File: config.mk
export PLATFORM = sky130hd
export DESIGN_NAME = funnel_shifter
export DESIGN_NICKNAME = d
export VERILOG_FILES = /design/src/rtl/funnel_pkg.sv /design/src/rtl/funnel_map.sv /design/src/rtl/funnel_stage.sv /design/src/rtl/funnel_extract.sv /design/src/rtl/funnel_shifter.sv
export SDC_FILE = /design/constraint.sdc
export NUM_CORES = 1
export LEC_CHECK = 0
export BUFFER_PORTS_ARGS = -buffer_cell sky130_fd_sc_hd__buf_4
export CORE_ASPECT_RATIO = 0.8
export CORE_UTILIZATION = 55
export DETAILED_ROUTE_END_ITERATION = 7
export PLACE_DENSITY = 0.86
export SKIP_LAST_GASP = 1
export SLEW_MARGIN = 20
export SYNTH_ARGS = -nofsm -noshare
export SYNTH_HDL_FRONTEND = slang
export SYNTH_SLANG_ARGS = --single-unit
File: constraint.sdc
create_clock -name vclk -period 11.3
set_input_delay 1.13 -clock vclk [all_inputs]
set_output_delay 1.13 -clock vclk [all_outputs]
set_load 0.005 [all_outputs]
File: src/rtl/funnel_pkg.sv
package funnel_pkg;

    typedef enum logic [1:0] {
        OP_SHR_LOG = 2'b00,
        OP_SHR_ARI = 2'b01,
        OP_ROT_R   = 2'b10,
        OP_SHL_LOG = 2'b11
    } shift_op_e;

endpackage

File: src/rtl/funnel_map.sv
module funnel_map
    import funnel_pkg::*;
#(
    parameter int WIDTH = 32,
    parameter int SHW   = $clog2(WIDTH) + 1
) (
    input  logic [WIDTH-1:0] a_in,
    input  logic [SHW-1:0]   amt_in,
    input  shift_op_e        op_in,
    output logic [WIDTH-1:0] hi_word,
    output logic [WIDTH-1:0] lo_word,
    output logic [SHW-1:0]   offset
);

    localparam logic [SHW-1:0] FULL = SHW'(WIDTH);

    logic [SHW-1:0] amt_clamped;

    always_comb begin
        amt_clamped = (amt_in > FULL) ? FULL : amt_in;
    end

    always_comb begin
        unique case (op_in)
            OP_SHR_LOG: begin
                hi_word = '0;
                lo_word = a_in;
                offset  = amt_clamped;
            end
            OP_SHR_ARI: begin
                hi_word = {WIDTH{a_in[WIDTH-1]}};
                lo_word = a_in;
                offset  = amt_clamped;
            end
            OP_ROT_R: begin
                hi_word = a_in;
                lo_word = a_in;
                offset  = amt_clamped;
            end
            OP_SHL_LOG: begin
                hi_word = a_in;
                lo_word = '0;
                offset  = FULL - amt_clamped;
            end
            default: begin
                hi_word = '0;
                lo_word = a_in;
                offset  = amt_clamped;
            end
        endcase
    end

    // the offset handed to the funnel stays inside the window
    always_comb begin
        p_offset_range_r7: assert (offset <= FULL)
            else $error("offset beyond width");
    end

endmodule

File: src/rtl/funnel_stage.sv
module funnel_stage #(
    parameter int W2   = 64,
    parameter int DIST = 1
) (
    input  logic [W2-1:0] d_in,
    input  logic          sel,
    output logic [W2-1:0] d_out
);

    always_comb begin
        d_out = sel ? (d_in >> DIST) : d_in;
    end

endmodule

File: src/rtl/funnel_extract.sv
module funnel_extract #(
    parameter int WIDTH = 32,
    parameter int SHW   = $clog2(WIDTH) + 1
) (
    input  logic [WIDTH-1:0] hi_word,
    input  logic [WIDTH-1:0] lo_word,
    input  logic [SHW-1:0]   offset,
    output logic [WIDTH-1:0] window
);

    localparam int W2 = 2 * WIDTH;

    logic [W2-1:0] chain [SHW+1];

    always_comb begin
        chain[0] = {hi_word, lo_word};
    end

    for (genvar k = 0; k < SHW; k++) begin : g_stage
        funnel_stage #(
            .W2   (W2),
            .DIST (1 << k)
        ) u_stage (
            .d_in  (chain[k]),
            .sel   (offset[k]),
            .d_out (chain[k+1])
        );
    end

    always_comb begin
        window = chain[SHW][WIDTH-1:0];
    end

endmodule

File: src/rtl/funnel_shifter.sv
module funnel_shifter
    import funnel_pkg::*;
#(
    parameter int WIDTH = 32,
    parameter int SHW   = $clog2(WIDTH) + 1
) (
    input  logic [WIDTH-1:0] a_in,
    input  logic [SHW-1:0]   amt_in,
    input  logic [1:0]       op_in,
    output logic [WIDTH-1:0] res_out
);

    shift_op_e      op_sel;
    logic [WIDTH-1:0] hi_word;
    logic [WIDTH-1:0] lo_word;
    logic [SHW-1:0]   offset;

    always_comb begin
        op_sel = shift_op_e'(op_in);
    end

    funnel_map #(
        .WIDTH (WIDTH),
        .SHW   (SHW)
    ) u_map (
        .a_in    (a_in),
        .amt_in  (amt_in),
        .op_in   (op_sel),
        .hi_word (hi_word),
        .lo_word (lo_word),
        .offset  (offset)
    );

    funnel_extract #(
        .WIDTH (WIDTH),
        .SHW   (SHW)
    ) u_extract (
        .hi_word (hi_word),
        .lo_word (lo_word),
        .offset  (offset),
        .window  (res_out)
    );

    always_comb begin
        // zero count is identity for every operation
        if (amt_in == '0) begin
            p_zero_identity_r5: assert (res_out == a_in)
                else $error("zero count altered operand");
        end
        // rotation preserves the population of ones
        if (op_sel == OP_ROT_R) begin
            p_rot_popcount_r3: assert ($countones(res_out) == $countones(a_in))
                else $error("rotate changed ones count");
        end
        // arithmetic right keeps the sign
        if (op_sel == OP_SHR_ARI) begin
            p_sign_kept_r2: assert (res_out[WIDTH-1] == a_in[WIDTH-1])
                else $error("sign lost");
        end
        // non-zero logical right clears the top bit
        if (op_sel == OP_SHR_LOG && amt_in != '0) begin
            p_top_zero_r1: assert (res_out[WIDTH-1] == 1'b0)
                else $error("top bit not zero-filled");
        end
        // non-zero logical left clears the bottom bit
        if (op_sel == OP_SHL_LOG && amt_in != '0) begin
            p_bottom_zero_r4: assert (res_out[0] == 1'b0)
                else $error("bottom bit not zero-filled");
        end
    end

endmodule

* After elaboration in Yosys (flattened, before gate mapping)
Index checks and enable logic that the tools add are counted.
** Word-level totals
- Flip-flop bits (word level) :: 0
- Logic and storage cells :: 18
- Output and inout port bits :: 32
- Input bits :: 40
** Operators by class
- $add $sub $neg :: 1
- Muxes and demuxes :: 10
- Reductions and logical operators :: 3
- $lt $le $gt $ge :: 1
- Equal/unequal tests :: 3
** Operator list (number)
- 64-bit two-way mux :: 5
- 32-bit case mux with 3 select lines :: 1
- 32-bit case mux with 2 select lines :: 1
- 32-bit two-way mux :: 1
- 6-bit case mux with 2 select lines :: 1
- 6-bit > comparator (second input constant) :: 1
- 6-bit two-way mux :: 1
- 6-bit subtractor (first input constant) :: 1
- 2-bit equality test (second input constant) :: 2
- 3-bit OR reduction :: 1
- 2-bit by 1-bit equality test with 1-bit output (second input constant) :: 1
- 2-bit logical NOT :: 1
- 2-bit OR reduction :: 1

* Logic depth before layout (Yosys ltp)
Gate-level depths: netlist of run 1.
- Word-level depth :: 10
- Gate-level depth with buffers :: 17
- Depth with buffers taken out :: 10

* Hierarchy
From an unflattened synthesis of run 1, not the netlist that was laid out.
** Second synthesis, totals
- Cells, all modules :: 555
- Area, all modules :: 6432.4 um2
** Modules (own cells, without submodules)
- funnel_stage at u_extract.g_stage[0].u_stage :: cells an instance 71, area each 1068.5 um2, times used 1
- funnel_stage at u_extract.g_stage[1].u_stage :: cells an instance 71, area each 1054.8 um2, times used 1
- funnel_stage at u_extract.g_stage[2].u_stage :: cells an instance 71, area each 1033.5 um2, times used 1
- funnel_stage at u_extract.g_stage[3].u_stage :: cells an instance 71, area each 998.5 um2, times used 1
- funnel_stage at u_extract.g_stage[4].u_stage :: cells an instance 71, area each 878.3 um2, times used 1
- funnel_stage at u_extract.g_stage[5].u_stage :: cells an instance 71, area each 747.0 um2, times used 1
- funnel_map :: cells an instance 129, area each 651.9 um2, times used 1

* Worst setup path after synthesis of run 1
OpenSTA, ideal clock, no wires.
- Path type :: input -> output
- From :: input port amt_in[5]
- To :: output port res_out[11]
- Required time :: 10.170 ns
- Stages :: 16
- Setup slack :: 5.861 ns
- Arrival time :: 4.309 ns
- Path through :: buf_6 nor2b_1 buf_2 buf_4 inv_2 buf_2 buf_2 ha_1 nand3_2 a21boi_4 buf_6 mux2i_2 o22ai_2 mux4_2 o21ai_1 o211a_1
** Between the ends
- Cells in the longest elaborated chain, start to end :: 10
** Ends and longest elaborated chain
- from (decl) :: line funnel_shifter.sv:8 : input logic [SHW-1:0] amt_in,
- 6-bit > comparator :: line funnel_map.sv:20 : amt_clamped = (amt_in > FULL) ? FULL : amt_in;
- 6-bit two-way mux (*) :: line funnel_map.sv:20
- 6-bit subtractor :: line funnel_map.sv:43 : offset = FULL - amt_clamped;
- 6-bit case mux with 2 select lines (*) :: line funnel_map.sv:24 : unique case (op_in)
- 64-bit two-way mux (5 in series) :: line funnel_stage.sv:11 : d_out = sel ? (d_in >> DIST) : d_in;
- 32-bit two-way mux (*) :: line funnel_stage.sv:11
- to (decl) :: line funnel_shifter.sv:10 : output logic [WIDTH-1:0] res_out
Every way passes the cells marked *; elsewhere a longest branch is shown, timed or not.

* Worst setup path in the final report of run 1
- From :: input port amt_in[5]
- To :: output port res_out[10]
Same word-level chain as after synthesis.

==> results of run 1 <==
## synthesized netlist by cell type (7+ instances only)
master	n	share of area, %
clkbuf_1	17	1.6
o22ai_1	50	7.6
mux2_2	7	1.9
buf_4	8	1.5
o21ai_0	32	3.9
o221ai_1	8	1.7
a21oi_1	23	2.8
nand2_1	82	7.5
nor3_1	8	0.98
buf_6	7	1.9
a22oi_1	9	1.6
nand3_1	10	1.2
mux4_2	33	18
o21ai_1	7	0.85
nor2_1	49	4.5
a221oi_1	7	1.5
buf_2	19	2.3
mux2i_1	67	16
## critical path, delay by kind of cell
| kind | cells | cell delay [ns] |
|---|---|---|
| fa+ha+maj | 1 | 0.41 |
| buf+inv | 4 | 1.50 |
| xor+xnor | 1 | 0.42 |
| compound gates | 4 | 1.54 |
| simple gates | 3 | 1.06 |
## metal layers
metal | share of wire, % | up-vias | track usage (%)
met3 | 15 | 82 | 9.42
met4 | 4.7 | 0 | 17.0
li1 | - | 2237 | -
met5 | 0 | - | 0
met2 | 42 | 491 | 65.4
met1 | 38 | 2440 | 60.3
## how the worst max path moves through the flow
stage | from | end | slack [ns] | depth (start not counted)
2_1_floorplan | amt_in[5] | res_out[11] | 5.86 | 16
3_3_place_gp | amt_in[5] | res_out[8] | 4.43 | 13
3_5_place_dp | amt_in[5] | res_out[4] | 4.32 | 13
4_1_cts | amt_in[5] | res_out[4] | 4.30 | 13
5_1_grt | amt_in[5] | res_out[10] | 3.80 | 13
6_report | amt_in[5] | res_out[10] | 4.07 | 13
## power by group through the flow
stage          logic [mW]  registers, mW  clock network, mW
3_3_place_gp        0.321              0                  0
3_5_place_dp        0.324              0                  0
5_1_grt             0.357              0                  0
2_1_floorplan       0.214              0                  0
6_report            0.341              0                  0
4_1_cts             0.325              0                  0
## per-stage QoR
| step | utilization [%] | power (mW) | setup slack, ns | std cells |
|---|---|---|---|---|
| finish | 64.3 | 0.341 | 4.07 | 659 |
| global route | 64.3 | 0.357 | 3.80 | 659 |
| CTS | 64.3 | 0.325 | 4.30 | 659 |
| detailed placement | 64.3 | 0.324 | 4.32 | 659 |
| global placement | 64.3 | 0.321 | 4.43 | 659 |
| floorplan | - | 0.214 | 5.86 | 548 |
## final cells by class
class	instances	area [µm²]
inverter	3	11.3
fill	623	2510
timing repair buffer	79	593
tap	87	109
multi-input combinational	490	3800
## logic make-up after synthesis
family / count (synthesis) / synth area share (%)
adder cells (fa/ha/maj): 1 / 0.305
AND/OR/NAND/NOR: 176 / 19.2
buffers and inverters: 58 / 7.94
AO/OA/AOI/OAI: 203 / 34.5
XOR/XNOR: 2 / 1.34
multiplexers: 108 / 36.8
==> summary.txt, run 1 <==
outcome -> finished, final reports clean
clkbuf count -> 0
share of cells above drive strength 1 -> 24.7%
Rel. slew slack -> 28.1%
initial antenna violation count -> 0
Ys Warns -> 0
sequential share of power -> 0%
peak supply drop -> 0.0000355 V
Vias/cell -> 7.97
Die Wd -> 98.5 µm
# IOs -> 72
grt total ovfl -> 0
NetSw -> 0.201 mW
post-synthesis sequential area ratio -> 0%
Gate Count Post-Synth -> 548
vias after detailed routing -> 5250
Seq cells -> 0
post-CTS sizing -> 0
Post-Route WL -> 17.0 mm
# DRC -> 0
final hold violation count -> 0
Worst-Margin Slew -> 1.08 ns
Placement Rows -> 27
Nets -> 615
first-pass GRT wire length -> 26.3 mm
cell depth of the worst hold path -> 4
Setup Crit Path Kind -> in -> out
drt pass-1 iters -> 8
largest net degree at the start of global routing -> 53
Area Growth Syn to Fin -> 10.3%
Die ar. -> 7800 µm²
register area -> 0 µm²
Buffers on Ports -> 72
Vert. Die Dim -> 79.2 µm
setup bufs post-CTS -> 0
hold path endpoint -> res_out[31]
design area -> 4520 µm²
WP data arrival -> 6.10 ns
Power Density -> 75.5 nW/µm²
hold crit path type -> in -> out
RSZ-0062 raised after global routing -> false
# setup viols final -> 0
Critical Path, Cell by Cell -> buf_4 -> nor2b_4 -> buf_4 -> inv_2 -> ha_1 -> nand3b_4 -> xnor2_4 -> nand2_1 -> o22ai_1 -> o22ai_1 -> o21ai_0 -> a31oi_1 -> buf_4
Critical-path top delay cell -> o22ai_1
mean post-synth cell area -> 7.48 µm²
Distinct cells, synth -> 70
Final min period -> 7.23 ns
initial core utilization -> 58.3%
Iteration-0 DRC Markers -> 962
Core Box Area -> 7030 µm²
leakage power -> 1.91 nW
clock power share -> 0%
drt wl/cell -> 25.8 µm
combinational fraction of design power -> 100.0%
Worst Path Max Fanout -> 52
Hold WS -> 2.94 ns
Critical Path Source Type -> primary input
# hold bufs at CTS -> 0
final worst-path cycle share -> 64.0%
Worst path max stage delay -> 0.81 ns
CP endpoint kind -> output port
Switching Share -> 58.9%
Cell Area, Synth -> 4100 µm²
crit-path most repeated cell -> buf_4
DP Wirelength -> 13.0 mm
DP Area -> 4520 µm²
Inserted Diodes -> 0
final setup TNS -> 0 ns
hold_sp -> a_in[31]
post-detailed-route count of antenna-violating nets -> 0
required time of the critical path -> 10.17 ns
gr usage total -> 43.4%
Slew Limit Fails -> 0
number of global-route vias before repair -> 4667
Synthesized Nets -> 589
commonest non-fill, non-tap cell in the layout -> nand2_1
internal power -> 0.140 mW
Final GP Congestion -> 1.13
max cap viols -> 0
Highest Clock Rate -> 0.138 GHz
commonest cells after routing, fill and taps aside -> 82 x nand2_1, 79 x buf_4, 66 x mux2i_1
(Power assumes the default switching activity.)
==> run 2, diff against run 1 <==
Settings changed: PLACE_DENSITY 0.86 to 0.89.
Clock period 11.3 ns to 6.2 ns, I/O delays scaled along.
==> run 2 against run 1 <==
The flow now finishes with violations (DRC); final area rose by 1.0%; critical path depth did not move; clock-buffer cell count stayed put; die area unchanged; flip-flop and latch count unchanged; via count increased by 2.6%; power is 87% higher; core utilization rose by 0.64 points; global-route usage is 2.1 points higher; critical path type unchanged; critical endpoint is now res_out[19]; largest power group unchanged.
==> summary.txt, run 2 (synthesis results as in run 1) <==
outcome -> finished, violations left
failing checks -> DRC
Final min period -> 4.86 ns
Worst-Margin Slew -> 1.15 ns
Power Density -> 140 nW/µm²
largest net degree at the start of global routing -> 52
Core Box Area -> 7030 µm²
post-detailed-route count of antenna-violating nets -> 0
# DRC -> 6
final hold violation count -> 0
Iteration-0 DRC Markers -> 934
Nets -> 621
Critical Path Source Type -> primary input
crit-path most repeated cell -> buf_4
# fillers -> 616
vias after detailed routing -> 5386
share of cells above drive strength 1 -> 25.4%
Area Growth Syn to Fin -> 11.4%
design area -> 4560 µm²
crit path buf inv count -> 4
Post-Route WL -> 17.9 mm
Rel. slew slack -> 23.6%
Inserted Diodes -> 0
CP endpoint kind -> output port
clkbuf count -> 0
post-CTS sizing -> 0
final worst-path cycle share -> 78.4%
initial antenna violation count -> 0
drt wl/cell -> 26.9 µm
grt total ovfl -> 0
Placement Rows -> 27
first-pass GRT wire length -> 27.3 mm
peak supply drop -> 0.0000553 V
Die Wd -> 98.5 µm
Top delay family on crit path -> compound AO/OA/AOI/OAI gates
gr usage total -> 45.5%
Slew Limit Fails -> 0
Critical Path, Cell by Cell -> buf_4 -> nor2b_2 -> inv_1 -> ha_1 -> nand3_2 -> a21boi_4 -> buf_4 -> mux2i_1 -> o22ai_1 -> mux2i_1 -> a211oi_1 -> a221oi_1 -> buf_4
Setup Crit Path Kind -> in -> out
Worst Path Max Fanout -> 20
RSZ-0062 raised after global routing -> false
Post-Place Cells -> 665
max cap viols -> 0
Critical-path top delay cell -> a21boi_4
# hold bufs at CTS -> 0
commonest non-fill, non-tap cell in the layout -> buf_4
initial core utilization -> 58.3%
Buffers on Ports -> 72
Seq cells -> 0
Final GP Congestion -> 1.06
Post-Layout Cell Count -> 665
# setup viols final -> 0
DP Area -> 4560 µm²
Vias/cell -> 8.10
number of global-route vias before repair -> 4775
area taken by multi-input logic gates -> 3800 µm²
Vert. Die Dim -> 79.2 µm
Design Power -> 0.638 mW
Worst path max stage delay -> 0.73 ns
register area -> 0 µm²
final setup TNS -> 0 ns
DP Wirelength -> 13.6 mm
required time of the critical path -> 5.58 ns
leakage power -> 1.94 nW
hold crit path type -> in -> out
WP data arrival -> 4.24 ns
# IOs -> 72
commonest cells after routing, fill and taps aside -> 85 x buf_4, 82 x nand2_1, 66 x mux2i_1
fin util -> 64.9%
critical path depth -> 13
drt pass-1 iters -> 8
Die ar. -> 7800 µm²
setup bufs post-CTS -> 0
cell depth of the worst hold path -> 4
Highest Clock Rate -> 0.206 GHz
## run 2: final timing paths
check,start,end,slack [ns]
setup / recovery,amt_in[5],res_out[19],1.34
hold / removal,a_in[31],res_out[31],1.88
## run 2: through the flow
stage               hold slack, ns  worst slack, ns
floorplan                     1.60             1.78
global route                  1.89             1.26
CTS                           1.86             1.49
global placement              1.89             1.62
finish                        1.88             1.34
detailed placement            1.86             1.50
## run 2: cell type report
class	count	share of cell area, %
Inverter	3	0.247
Multi-Input combinational cell	490	83.4
Tap cell	87	2.39
Timing Repair Buffer	85	14.0
## run 2: worst min-delay path, stage by stage
cell and delay [ns]:
buf_4 0.14, o2111ai_1 0.21, o221ai_1 0.13, buf_4 0.15
## run 2: power breakdown
part	total, mW	switching, mW	internal (mW)
registers	0	0	0
clock network	0	0	0
logic	0.638	0.378	0.260
## run 2: routing by layer
metal  vias to the layer above  routed length (µm)  track usage, %
met5                         -                   0               0
met4                         0                 722            14.6
met3                        80                2960            15.8
met2                       547                7370            67.8
met1                      2504                6850            61.3
li1                       2255                   -               -
==> run 3, diff against run 2 <==
Clock period 6.2 ns to 4 ns, I/O delays scaled along.
==> run 3 against run 2 <==
The run still ends with DRC left; critical path depth unchanged; power increased by 56%; non-clock buffer count increased by 7; core utilization is 1.3 points higher; flip-flop and latch count stayed put; largest cell class unchanged.
==> summary.txt, run 3 (synthesis results as in run 1) <==
Die Wd -> 98.5 µm
GR Util met3 -> 10.2%
Placement Rows -> 27
clock power share -> 0%
peak supply drop -> 0.0000956 V
Buffers on Ports -> 72
register area -> 0 µm²
commonest non-fill, non-tap cell in the layout -> buf_4
required time of the critical path -> 3.60 ns
Nets -> 628
Die ar. -> 7800 µm²
post-detailed-route count of antenna-violating nets -> 0
Core Box Area -> 7030 µm²
M2 GR Usage -> 65.0%
vias after detailed routing -> 5416
Area Growth Syn to Fin -> 13.6%
hold path endpoint -> res_out[31]
Post-Route WL -> 17.0 mm
CP endpoint kind -> output port
Vert. Die Dim -> 79.2 µm
number of global-route vias before repair -> 4718
Worst-Margin Slew -> 0.792 ns
commonest cells after routing, fill and taps aside -> 90 x buf_4, 82 x nand2_1, 63 x mux2i_1
# IOs -> 72
grt total ovfl -> 0
area taken by multi-input logic gates -> 3820 µm²
# DRC -> 4
failing checks -> DRC
GRT busiest layer -> met2
fin util -> 66.3%
cell depth of the worst hold path -> 4
drt wl/cell -> 25.3 µm
# hold bufs at CTS -> 0
hold_sp -> a_in[31]
drt pass-1 iters -> 8
max cap viols -> 0
WP data arrival -> 3.50 ns
sequential share of power -> 0%
# setup viols final -> 0
Final min period -> 3.90 ns
final setup margin -> 0.0960 ns
# fillers -> 594
Switching Share -> 58.1%
largest net degree at the start of global routing -> 52
worst slack at placement -> 0.176 ns
leakage power -> 1.98 nW
Iteration-0 DRC Markers -> 1087
Final GP Congestion -> 1.19
Inserted Diodes -> 0
setup bufs post-CTS -> 0
Setup Crit Path Kind -> in -> out
NetSw -> 0.577 mW
met1 usage -> 58.6%
combinational fraction of design power -> 100.0%
initial core utilization -> 58.3%
DP Wirelength -> 13.0 mm
share of cells above drive strength 1 -> 27.0%
Power Density -> 213 nW/µm²
Rel. slew slack -> 47.2%
outcome -> finished, violations left
initial antenna violation count -> 0
final worst-path cycle share -> 97.6%
Worst Path Max Fanout -> 32
gr usage total -> 42.7%
hold crit path type -> in -> out
Highest Clock Rate -> 0.256 GHz
Seq cells -> 0
final hold violation count -> 0
RSZ-0062 raised after global routing -> true
Vias/cell -> 8.06
Slew Limit Fails -> 0
internal power -> 0.416 mW
clkbuf count -> 0
Critical Path Source Type -> primary input
first-pass GRT wire length -> 26.0 mm
Hold WS -> 1.48 ns
run 3: area by class of cell:
class | count | share of cell area (%)
Multi-Input combinational cell | 490 | 82.1
Timing Repair Buffer | 92 | 15.4
Tap cell | 87 | 2.34
Inverter | 3 | 0.242
run 3: worst max-delay path by stage:
stage               startpoint     endpoint  slack (ns)
CTS                  amt_in[5]  res_out[27]        0.16
floorplan            amt_in[5]  res_out[11]        0.02
detailed placement   amt_in[5]  res_out[27]        0.18
finish               amt_in[5]  res_out[10]         0.1
global route         amt_in[5]  res_out[11]      -0.006
global placement     amt_in[5]  res_out[27]        0.24
run 3: critical path, stage by stage:
cell and delay (ns):
buf_4 0.16, nor2b_2 0.13, inv_1 0.10, ha_1 0.37, nand3_2 0.11, a21boi_4 0.23
buf_12 0.25, mux2i_1 0.46, o22ai_1 0.33, o22ai_1 0.37, o21ai_0 0.21, a31oi_1 0.21
buf_4 0.13
run 3: layer usage:
metal  part of all wire (%)  wire (µm)
met1                     38       6440
met2                     41       6980
met3                     16       2720
met4                    5.2        877
met5                      0          0
run 3: timing repair:
item,in CTS,in global routing
hold endpoints to repair,0,0
resized for setup,0,4
setup endpoints to repair,0,6
run 3: power by group through the flow:
stage | combinational [mW] | sequential [mW] | clock, mW
after floorplan | 0.604 | 0 | 0
after detailed placement | 0.934 | 0 | 0
final | 0.993 | 0 | 0
after global routing | 1.03 | 0 | 0
after CTS | 0.937 | 0 | 0
after global placement | 0.924 | 0 | 0
run 3: stage by stage:
stage	area, µm²	TNS [ns]	power (mW)	std cells
after floorplan	4100	0	0.604	548
after global placement	4640	0	0.924	672
after detailed placement	4640	0	0.934	672
after CTS	4640	0	0.937	672
after global routing	4660	-0.00569	1.03	672
final	4660	0	0.993	672
